## config.mk

```make
export PLATFORM = sky130hd
export DESIGN_NAME = la_capture
export DESIGN_NICKNAME = d
export VERILOG_FILES = /design/src/rtl/la_cap_pkg.sv /design/src/rtl/la_cap_strobe.sv /design/src/rtl/la_cap_ctrl.sv /design/src/rtl/la_cap_path.sv /design/src/rtl/la_capture.sv
export SDC_FILE = /design/constraint.sdc
export NUM_CORES = 1
export LEC_CHECK = 0
export BUFFER_PORTS_ARGS = -buffer_cell sky130_fd_sc_hd__buf_2
export CAP_MARGIN = 0
export CORE_ASPECT_RATIO = 1.5
export CORE_UTILIZATION = 30
export DETAILED_ROUTE_END_ITERATION = 8
export GPL_TIMING_DRIVEN = 0
export PLACE_DENSITY_LB_ADDON = 0.12
export SLEW_MARGIN = 20
export SYNTH_ARGS = -nofsm -noshare
export SYNTH_HDL_FRONTEND = slang
export SYNTH_SLANG_ARGS = --single-unit
```

## constraint.sdc

```tcl
create_clock -name clk -period 1.8 [get_ports clk]
set_input_delay 0.18 -clock clk [delete_from_list [all_inputs] [get_ports clk]]
set_output_delay 0.18 -clock clk [all_outputs]
set_load 0.02 [all_outputs]
```

## src/rtl/la_cap_pkg.sv

```systemverilog
package la_cap_pkg;

  typedef enum logic [1:0] {
    ST_IDLE  = 2'd0,
    ST_ARMED = 2'd1,
    ST_CAPT  = 2'd2,
    ST_DONE  = 2'd3
  } capState_t;

  // strobes from control to datapath
  typedef struct packed {
    logic latchEn;
    logic readEn;
  } capCtrl_t;

endpackage

```

## src/rtl/la_cap_strobe.sv

```systemverilog
module la_cap_strobe #(
  parameter int DIV_W = 8
) (
  input  logic             clk,
  input  logic             rst_n,
  input  logic             sysClkIn,
  input  logic             modeTiming,
  input  logic [DIV_W-1:0] divN,
  input  logic             runActive,
  input  logic             restart,
  output logic             sampleTick
);

  logic [2:0]       syncQ;
  logic             sysEdge;
  logic [DIV_W-1:0] divCnt;
  logic             divTick;

  // two-flop synchronizer plus one history stage for edge detection
  always_ff @(posedge clk or negedge rst_n) begin
    if (!rst_n) syncQ <= '0;
    else        syncQ <= {syncQ[1:0], sysClkIn};
  end

  assign sysEdge = syncQ[1] & ~syncQ[2];

  always_ff @(posedge clk or negedge rst_n) begin
    if (!rst_n)                    divCnt <= '0;
    else if (restart || !runActive) divCnt <= '0;
    else if (divCnt == divN)        divCnt <= '0;
    else                            divCnt <= divCnt + DIV_W'(1);
  end

  assign divTick    = (divCnt == divN);
  assign sampleTick = runActive & (modeTiming ? divTick : sysEdge);

  // with a nonzero divisor two timing ticks are never adjacent
  assert_tick_spacing_R3: assert property (@(posedge clk) disable iff (!rst_n)
    (sampleTick && modeTiming && divN != '0 && $stable(divN) && $stable(modeTiming))
      |=> !sampleTick);

  // one synchronized rising edge gives a single-cycle strobe
  assert_edge_single_R2: assert property (@(posedge clk) disable iff (!rst_n)
    (sampleTick && !modeTiming && $stable(modeTiming)) |=> !(sampleTick && !modeTiming));

endmodule

```

## src/rtl/la_cap_ctrl.sv

```systemverilog
module la_cap_ctrl
  import la_cap_pkg::*;
#(
  parameter int DEPTH = 16,
  parameter int AW    = 4,
  parameter int CNT_W = 5
) (
  input  logic             clk,
  input  logic             rst_n,
  input  logic             armReq,
  input  logic             abortReq,
  input  logic             sampleTick,
  output capCtrl_t         strb,
  output logic [AW-1:0]    slot,
  output logic [CNT_W-1:0] sampleCount,
  output logic             runActive,
  output logic             armed,
  output logic             capturing,
  output logic             done
);

  localparam logic [CNT_W-1:0] LAST_CNT = CNT_W'(DEPTH - 1);
  localparam logic [CNT_W-1:0] FULL_CNT = CNT_W'(DEPTH);

  capState_t        state;
  logic [CNT_W-1:0] cnt;

  always_comb begin
    runActive    = (state == ST_ARMED) || (state == ST_CAPT);
    strb.latchEn = runActive & sampleTick & ~armReq & ~abortReq;
    strb.readEn  = ~runActive;
    slot         = cnt[AW-1:0];
    sampleCount  = cnt;
    armed        = (state == ST_ARMED);
    capturing    = (state == ST_CAPT);
    done         = (state == ST_DONE);
  end

  always_ff @(posedge clk or negedge rst_n) begin
    if (!rst_n) begin
      state <= ST_IDLE;
      cnt   <= '0;
    end else if (armReq) begin
      state <= ST_ARMED;
      cnt   <= '0;
    end else if (runActive && abortReq) begin
      state <= ST_DONE;
    end else if (strb.latchEn) begin
      cnt   <= cnt + CNT_W'(1);
      state <= (cnt == LAST_CNT) ? ST_DONE : ST_CAPT;
    end
  end

  // arm restarts from any state
  assert_arm_restart_R7: assert property (@(posedge clk) disable iff (!rst_n)
    armReq |=> (armed && !done && !capturing && sampleCount == '0));

  // abort finishes the run and keeps the count
  assert_abort_stops_R6: assert property (@(posedge clk) disable iff (!rst_n)
    (runActive && abortReq && !armReq) |=> (done && $stable(sampleCount)));

  // the last slot ends the run
  assert_full_done_R5: assert property (@(posedge clk) disable iff (!rst_n)
    (strb.latchEn && sampleCount == LAST_CNT) |=> (done && sampleCount == FULL_CNT));

  // count never exceeds the store depth
  assert_no_overflow_R4: assert property (@(posedge clk) disable iff (!rst_n)
    sampleCount <= FULL_CNT);

  // once finished, the count holds until a new arm
  assert_done_holds_R5: assert property (@(posedge clk) disable iff (!rst_n)
    (done && !armReq) |=> (done && $stable(sampleCount)));

endmodule

```

## src/rtl/la_cap_path.sv

```systemverilog
module la_cap_path
  import la_cap_pkg::*;
#(
  parameter int CH_W  = 8,
  parameter int DEPTH = 16,
  parameter int AW    = 4
) (
  input  logic            clk,
  input  logic            rst_n,
  input  capCtrl_t        strb,
  input  logic [AW-1:0]   slot,
  input  logic [CH_W-1:0] chanIn,
  input  logic [AW-1:0]   rdAddr,
  output logic [CH_W-1:0] rdData
);

  logic [CH_W-1:0] sampleLatch;
  logic [AW-1:0]   wrSlot;
  logic            wrPend;
  logic [CH_W-1:0] memArr [DEPTH];

  // all channels caught together, written one cycle later
  always_ff @(posedge clk or negedge rst_n) begin
    if (!rst_n) begin
      sampleLatch <= '0;
      wrSlot      <= '0;
      wrPend      <= 1'b0;
    end else begin
      wrPend <= strb.latchEn;
      if (strb.latchEn) begin
        sampleLatch <= chanIn;
        wrSlot      <= slot;
      end
    end
  end

  always_ff @(posedge clk) begin
    if (wrPend) memArr[wrSlot] <= sampleLatch;
  end

  always_ff @(posedge clk or negedge rst_n) begin
    if (!rst_n)           rdData <= '0;
    else if (strb.readEn) rdData <= memArr[rdAddr];
  end

  // readout frozen while a run is active
  assert_read_frozen_R9: assert property (@(posedge clk) disable iff (!rst_n)
    !strb.readEn |=> $stable(rdData));

  // a write always follows a latch by one cycle
  assert_write_follows_R4: assert property (@(posedge clk) disable iff (!rst_n)
    strb.latchEn |=> wrPend);

endmodule

```

## src/rtl/la_capture.sv

```systemverilog
module la_capture
  import la_cap_pkg::*;
#(
  parameter int CH_W  = 8,
  parameter int DEPTH = 16,
  parameter int DIV_W = 8,
  localparam int AW    = (DEPTH > 1) ? $clog2(DEPTH) : 1,
  localparam int CNT_W = $clog2(DEPTH + 1)
) (
  input  logic             clk,
  input  logic             rst_n,
  input  logic [CH_W-1:0]  chanIn,
  input  logic             sysClkIn,
  input  logic             modeTiming,
  input  logic [DIV_W-1:0] divN,
  input  logic             armReq,
  input  logic             abortReq,
  input  logic [AW-1:0]    rdAddr,
  output logic [CH_W-1:0]  rdData,
  output logic [CNT_W-1:0] sampleCount,
  output logic             armed,
  output logic             capturing,
  output logic             done
);

  capCtrl_t      strb;
  logic [AW-1:0] slot;
  logic          runActive;
  logic          sampleTick;

  la_cap_strobe #(.DIV_W(DIV_W)) u_strobe (
    .clk(clk), .rst_n(rst_n), .sysClkIn(sysClkIn), .modeTiming(modeTiming),
    .divN(divN), .runActive(runActive), .restart(armReq), .sampleTick(sampleTick)
  );

  la_cap_ctrl #(.DEPTH(DEPTH), .AW(AW), .CNT_W(CNT_W)) u_ctrl (
    .clk(clk), .rst_n(rst_n), .armReq(armReq), .abortReq(abortReq),
    .sampleTick(sampleTick), .strb(strb), .slot(slot), .sampleCount(sampleCount),
    .runActive(runActive), .armed(armed), .capturing(capturing), .done(done)
  );

  la_cap_path #(.CH_W(CH_W), .DEPTH(DEPTH), .AW(AW)) u_path (
    .clk(clk), .rst_n(rst_n), .strb(strb), .slot(slot), .chanIn(chanIn),
    .rdAddr(rdAddr), .rdData(rdData)
  );

  // status flags are mutually exclusive
  assert_status_excl_R8: assert property (@(posedge clk) disable iff (!rst_n)
    $onehot0({armed, capturing, done}));

endmodule

```

==> impl_metrics.py, run 1 <==
metrics = {
    "run_status": {
        "outcome": "finished, violations left",
        "violations": "setup timing",
    },
    "synthesis": {
        "synth_seq_cells": 167,
        "synth.most_common_cell": "edfxtp_1",
        "synthTopCellsByCount": "128 x edfxtp_1, 39 x dfrtp_1, 32 x mux4_2",
        "synth.top_cell.area_share_pct": 57.8,
        "syn-num-nets": 390,
        "synth_ff_type": "edfxtp_1",
        "synth_cells": 358,
        "ys_top_cells_by_area": "edfxtp_1 58%, dfrtp_1 15%, mux4_2 11%",
        "async_reset_ff_share_pct": 23.4,
        "synth_edf_count": 128,
        "avgSynthCellArea_sq_um": 18.6,
        "synth_cell_type_count": 36,
        "syn_area_sq_um": 6650,
        "yosysSeqAreaShare_pct": 72.5,
        "yosys_warnings": 0,
        "yosys.area.top_type": "edfxtp_1",
    },
    "critical_path": {
        "rr_endpoint": "u_path.wrSlot[2]",
        "start_kind": "flop",
        "r2r_slack_ps": -40,
        "worst-setup-path-type": "flop to flop",
        "cp_data_required_time_ps": 2100,
        "cp_max_fo": 5,
        "worstPathArrival_ps": 2140,
        "ff2ff_path_depth": 7,
        "cp-end-kind": "flop",
        "r2r_start": "u_strobe.divCnt[3]",
    },
    "routing": {
        "routedWlPerCell_microns": 20.4,
        "drc": 0,
        "dr.pass1.iters": 4,
        "drt-initial-drc-count": 240,
        "ant_nets": 0,
        "vias": 3444,
        "totalWireLength_microns": 14800,
        "vias_per_cell": 4.74,
    },
    "min_path": {
        "hold_class": "input pin to flop",
        "hold_start": "armReq",
        "hold_depth": 2,
        "min_delay_worst_endpoint": "u_ctrl.sampleCount[2]",
    },
    "grt": {
        "grt_first_pass_wirelength_microns": 22900,
        "grt-ovfl-total": 0,
        "grt_max_degree": 40,
        "grt.total_usage_pct": 14.3,
        "grt_pass1_vias": 3764,
        "antenna_found_initial": 0,
    },
    "final_layout": {
        "area_growth_pct": 24.9,
        "fin_nets": 474,
        "fillers": 2035,
        "antennaDiodeCount": 0,
        "layout-drive-gt1-share_pct": 42.6,
        "finalNonFillerCells": 727,
    },
    "clock_network": {
        "htreeDepth": 4,
        "clk_pin_slew_ps": 70,
        "cts_tree": "built",
        "cts_inserted_buffers": 17,
        "cts_root_buf": "clkbuf_16",
        "cts_num_sinks": 167,
        "clk_latency_ps": 420,
        "clk_path_buf_depth": 2,
    },
    "die": {
        "die_y_microns": 184,
        "dieArea_sq_um": 22800,
        "rows": 66,
        "ios": 42,
        "coreArea_sq_um": 21700,
        "start_util_pct": 30.6,
        "die_x_microns": 124,
    },
    "sta": {
        "relSlewSlack_pct": 33.6,
        "fmax_ghz": 0.544,
        "finalCritPeriodShare_pct": 102,
        "worst_slew_pin_slew_ps": 997,
        "finalMaxSlewViolations": 0,
        "clock_skew_ps": 12.5,
        "rsz0062_at_grt": "yes",
        "finalSetupViolCount": 10,
        "final_period_minus_worst_setup_slack_ps": 1840,
        "fin_ws_ps": -39.9,
        "final_hold_viol_count": 0,
    },
    "placement": {
        "placed_cells": 668,
        "routabilityCongestion": 0.738,
        "hpwl_microns": 9810,
        "port_buffers": 37,
    },
    "power_and_ir_drop": {
        "power.leakage_uw": 0.00292,
        "power_density_nw_per_um2": 1110,
        "ir_drop_v": 0.000529,
        "total_power_uw": 9190,
    },
    "run": {
        "maxCapViolations": 0,
    },
}
area by class of cell:
| type | instances | area, sq um | share of cell area [%] |
|---|---|---|---|
| clock inverter | 11 | 121 | 1.46 |
| timing repair buffer | 65 | 464 | 5.59 |
| tap | 272 | 340 | 4.10 |
| multi-input combinational | 171 | 1980 | 23.8 |
| sequential | 167 | 4820 | 58.1 |
| clock buffer | 21 | 470 | 5.66 |
| inverter | 5 | 18.8 | 0.226 |
| buffer | 15 | 87.6 | 1.05 |
logic make-up after synthesis:
| logic type | synth area share (%) |
|---|---|
| XOR/XNOR | 1.84 |
| buffers and inverters | 1.43 |
| multiplexers | 14.8 |
| flip-flops | 72.5 |
| adder cells (fa/ha/maj) | 1.13 |
| AO/OA/AOI/OAI | 3.50 |
| AND/OR/NAND/NOR | 4.82 |
power breakdown:
| group | total (uW) | leakage, uW | internal, uW | switching, uW |
|---|---|---|---|---|
| combinational | 692 | 0.00100 | 328 | 364 |
| sequential | 4870 | 0.00164 | 4530 | 345 |
| clock | 3630 | 0.000280 | 2150 | 1470 |
cells in the final DEF, fill, tap and decap left out, types with 4 or more instances in the layout:
| cell type | n |
|---|---|
| a21oi_1 | 10 |
| buf_2 | 46 |
| buf_4 | 13 |
| clkbuf_16 | 17 |
| clkinvlp_4 | 4 |
| dfrtp_1 | 36 |
| dlygate4sd3_1 | 10 |
| edfxtp_1 | 128 |
| ha_1 | 5 |
| inv_1 | 4 |
| mux2_2 | 14 |
| mux2_4 | 7 |
| mux4_2 | 32 |
| nand3_1 | 9 |
| nor2_1 | 10 |
| nor2_4 | 9 |
| o22ai_1 | 16 |
| xor2_1 | 7 |
| xor2_2 | 6 |
repair_timing:
item	CTS	global route
endpoints found under the hold margin	48	0
gates resized for setup	38	21
gates cloned	1	0
pin swaps	12	6
setup buffers	16	0
hold buffers	10	0
setup endpoints to repair	138	79
worst max-delay path by stage:
stage | startpoint | to | slack [ps] | cells past startpoint
after detailed placement | u_strobe.divCnt[2] | u_path.wrSlot[2] | -370 | 6
after global routing | u_strobe.divCnt[4] | u_ctrl.sampleCount[2] | -130 | 6
final | u_strobe.divCnt[3] | u_path.wrSlot[2] | -40 | 7
after CTS | u_path.wrSlot[1] | u_path.memArr[7][2] | -170 | 2
after global placement | u_path.wrSlot[3] | u_path.memArr[4][5] | -430 | 2
after floorplan | u_strobe.divCnt[3] | u_path.sampleLatch[3] | 0.6 | 6
sequential cells by signal (all words and copies together) (netlist names):
register,count
u_path.wrSlot,4
u_path.sampleLatch,8
u_path.memArr,128
u_ctrl.sampleCount,5
u_strobe.syncQ,3
u_path.wrPend,1
u_path.rdData,8
u_strobe.divCnt,8
u_ctrl.state,2
through the flow:
| step | area, sq um | setup TNS, ps | setup WS [ps] | hold slack (ps) | util, % |
|---|---|---|---|---|---|
| floorplan | 6650 | 0 | 0.555 | -116 | - |
| global placement | 7180 | -22460 | -431 | 293 | 33.1 |
| detailed placement | 7200 | -20700 | -370 | 292 | 33.2 |
| CTS | 8220 | -5400 | -174 | 37.3 | 37.8 |
| global route | 8310 | -1470 | -128 | 79.8 | 38.2 |
| finish | 8310 | -318 | -39.9 | 69.6 | 38.2 |
critical path, stage by stage, from the launching register on:
cell     delay [ps]
dfrtp_1         410
xor2_2          170
nor4_4          260
buf_4           190
a21bo_4         170
nand2_8          90
buf_12          150
mux2_4          290
layer usage:
metal | wire (microns) | GRT usage, %
met5 | 0 | 0
met2 | 7900 | 24.6
met1 | 6210 | 16.9
met4 | 335 | 6.60
met3 | 372 | 3.19
No activity file was read; power rests on OpenSTA's default activity.
==> run 2, diff against run 1 <==
CORE_UTILIZATION = 45   (was 30)
==> run 2 against run 1 <==
Against the previous run:
- the run still ends with setup timing left
- clock skew fell by 5.0 ps
- sequential power is essentially flat
- die area down 33%
- largest cell class unchanged
==> impl_metrics.py, run 2 (synthesized netlist as in run 1, its figures left out) <==
metrics = {
    "min_path": {
        "hold_start": "armReq",
        "hold_depth": 2,
        "min_delay_worst_endpoint": "u_ctrl.sampleCount[0]",
        "hold_class": "input pin to flop",
    },
    "final_layout": {
        "fin_area_sq_um": 8160,
        "final_common_cell": "edfxtp_1",
        "area_growth_pct": 22.7,
        "largest_reg_flops": 128,
        "fin_nets": 477,
        "finalCoreUtilization_pct": 56.4,
        "multi_input_area_sq_um": 1910,
        "top_register": "u_path.memArr",
        "regArea_sq_um": 4820,
        "layout-drive-gt1-share_pct": 43.2,
        "mostFrequentLayoutCells": "128 x edfxtp_1, 46 x buf_2, 37 x dfrtp_1",
        "antennaDiodeCount": 0,
        "fillers": 1208,
    },
    "clock_network": {
        "clk_path_buf_depth": 2,
        "clk_pin_slew_ps": 70,
        "cts_root_buf": "clkbuf_16",
        "clk_latency_ps": 420,
        "cts_inserted_buffers": 17,
        "cts_tree": "built",
        "htreeDepth": 4,
        "cts_num_sinks": 167,
    },
    "critical_path": {
        "r2r_start": "u_strobe.divCnt[2]",
        "cp-end-kind": "flop",
        "cp_data_required_time_ps": 2110,
        "path_cells": "xor2_1, nor4_2, buf_4, a21bo_2, nand2_4, buf_12, buf_8, mux2_4",
        "rr_endpoint": "u_path.wrSlot[2]",
        "start_kind": "flop",
        "slowest_delay_ps": 440,
        "cp_slowest_cell": "dfrtp_2",
        "ff2ff_path_depth": 8,
        "critical_path.top_delay_family": "flip-flops",
        "cp_max_fo": 6,
        "worst-setup-path-type": "flop to flop",
        "worstPathArrival_ps": 2230,
        "path_buf_inv": 3,
        "r2r_slack_ps": -110,
        "cp.depth": 8,
    },
    "routing": {
        "drt-initial-drc-count": 210,
        "dr.pass1.iters": 4,
        "ant_nets": 0,
        "routedWlPerCell_microns": 20.5,
        "totalWireLength_microns": 13400,
        "vias_per_cell": 5.34,
        "drc": 0,
        "vias": 3493,
    },
    "run_status": {
        "outcome": "finished, violations left",
        "violations": "setup timing",
    },
    "sta": {
        "finalMaxSlewViolations": 0,
        "final_hold_viol_count": 0,
        "final_period_minus_worst_setup_slack_ps": 1910,
        "rsz0062_at_grt": "yes",
        "finalCritPeriodShare_pct": 106,
        "worst_slew_pin_slew_ps": 922,
        "finalSetupViolCount": 12,
        "fmax_ghz": 0.522,
        "fin_ws_ps": -114,
        "relSlewSlack_pct": 38.6,
        "fin_tns_setup_ps": -650,
        "clock_skew_ps": 7.42,
    },
    "die": {
        "coreArea_sq_um": 14500,
        "start_util_pct": 46.0,
        "dieArea_sq_um": 15300,
        "die_y_microns": 151,
        "rows": 54,
        "die_x_microns": 101,
        "ios": 42,
    },
    "grt": {
        "antenna_found_initial": 0,
        "grt_pass1_vias": 3632,
        "grt-ovfl-total": 0,
        "grt.total_usage_pct": 19.5,
        "grt_max_degree": 40,
        "grt_first_pass_wirelength_microns": 20500,
    },
    "placement": {
        "placed_area_sq_um": 7100,
        "port_buffers": 37,
        "hpwl_microns": 8910,
        "routabilityCongestion": 0.789,
        "pre_cts_slack_ps": -278,
    },
    "power_and_ir_drop": {
        "power_density_nw_per_um2": 1130,
        "power.leakage_uw": 0.00295,
        "ir_drop_v": 0.000605,
        "total_power_uw": 9180,
    },
    "run": {
        "maxCapViolations": 0,
    },
}
run 2: cell count changes in the layout (fill, tap and decap cells not counted), moves of 2 or more:
| cell | before | now |
|---|---|---|
| a21oi_1 | 10 | 8 |
| buf_6 | 3 | 5 |
| clkbuf_8 | 3 | 0 |
| clkinv_4 | 0 | 3 |
| clkinvlp_4 | 4 | 1 |
| inv_6 | 2 | 6 |
| nor2_2 | 3 | 9 |
| nor2_4 | 9 | 3 |
| o21ai_1 | 2 | 0 |
| o21ai_2 | 0 | 2 |
| o31ai_1 | 2 | 0 |
| o31ai_2 | 0 | 2 |
| xor2_1 | 7 | 11 |
| xor2_2 | 6 | 2 |
run 2: metal layers:
metal | wire length (microns) | global-route usage, % | up-vias
met5 | 0 | 0 | -
met4 | 475 | 10.1 | 0
met3 | 645 | 4.43 | 29
met2 | 7460 | 34.5 | 103
met1 | 4820 | 21.9 | 1765
li1 | - | - | 1596
run 2: timing repair:
action | CTS | global route
cloned | 0 | 0
pin swaps | 13 | 8
endpoints found under the setup margin | 81 | 108
endpoints found under the hold margin | 48 | 0
setup buffers | 17 | 4
hold buffers | 10 | 0
gates resized for setup | 26 | 26
run 2: through the flow:
step | hold WS [ps] | cells
final | 86.7 | 654
after detailed placement | 291 | 591
after floorplan | -116 | 358
after global placement | 290 | 591
after CTS | 39.7 | 650
after global routing | 98.0 | 654
run 2: worst max path at each step:
stage,slack [ps],to,start
2_1_floorplan,0.6,u_path.sampleLatch[3],u_strobe.divCnt[3]
3_3_place_gp,-330,u_path.memArr[8][7],u_path.wrSlot[2]
3_5_place_dp,-280,u_path.sampleLatch[3],u_strobe.divCnt[4]
4_1_cts,-240,u_path.memArr[3][6],u_path.wrSlot[2]
5_1_grt,-180,u_path.wrSlot[1],u_strobe.divCnt[4]
6_report,-110,u_path.wrSlot[2],u_strobe.divCnt[2]
run 2: power breakdown:
part	total [uW]	leakage (uW)	internal (uW)	switching, uW
Sequential	4860	0.00164	4520	338
Combinational	686	0.00102	327	358
Clock	3640	0.000291	2080	1560
run 2: worst reg2reg max path, delay by kind of cell, from the launching register on:
kind | cells | cell delay (ps)
flops | 1 | 440
buf+inv | 3 | 420
simple gates | 2 | 320
mux | 1 | 280
xor+xnor | 1 | 180
compound gates | 1 | 160
run 2: area by class of cell:
| cell class | count | share of cell area (%) |
|---|---|---|
| plain buffers | 15 | 1.07 |
| repair buffers | 68 | 5.91 |
| multi-input cells | 171 | 23.4 |
| flip-flops and latches | 167 | 59.1 |
| clock inverters | 15 | 2.06 |
| inverters | 5 | 0.230 |
| clock buffers | 17 | 5.22 |
| well taps | 196 | 3.01 |
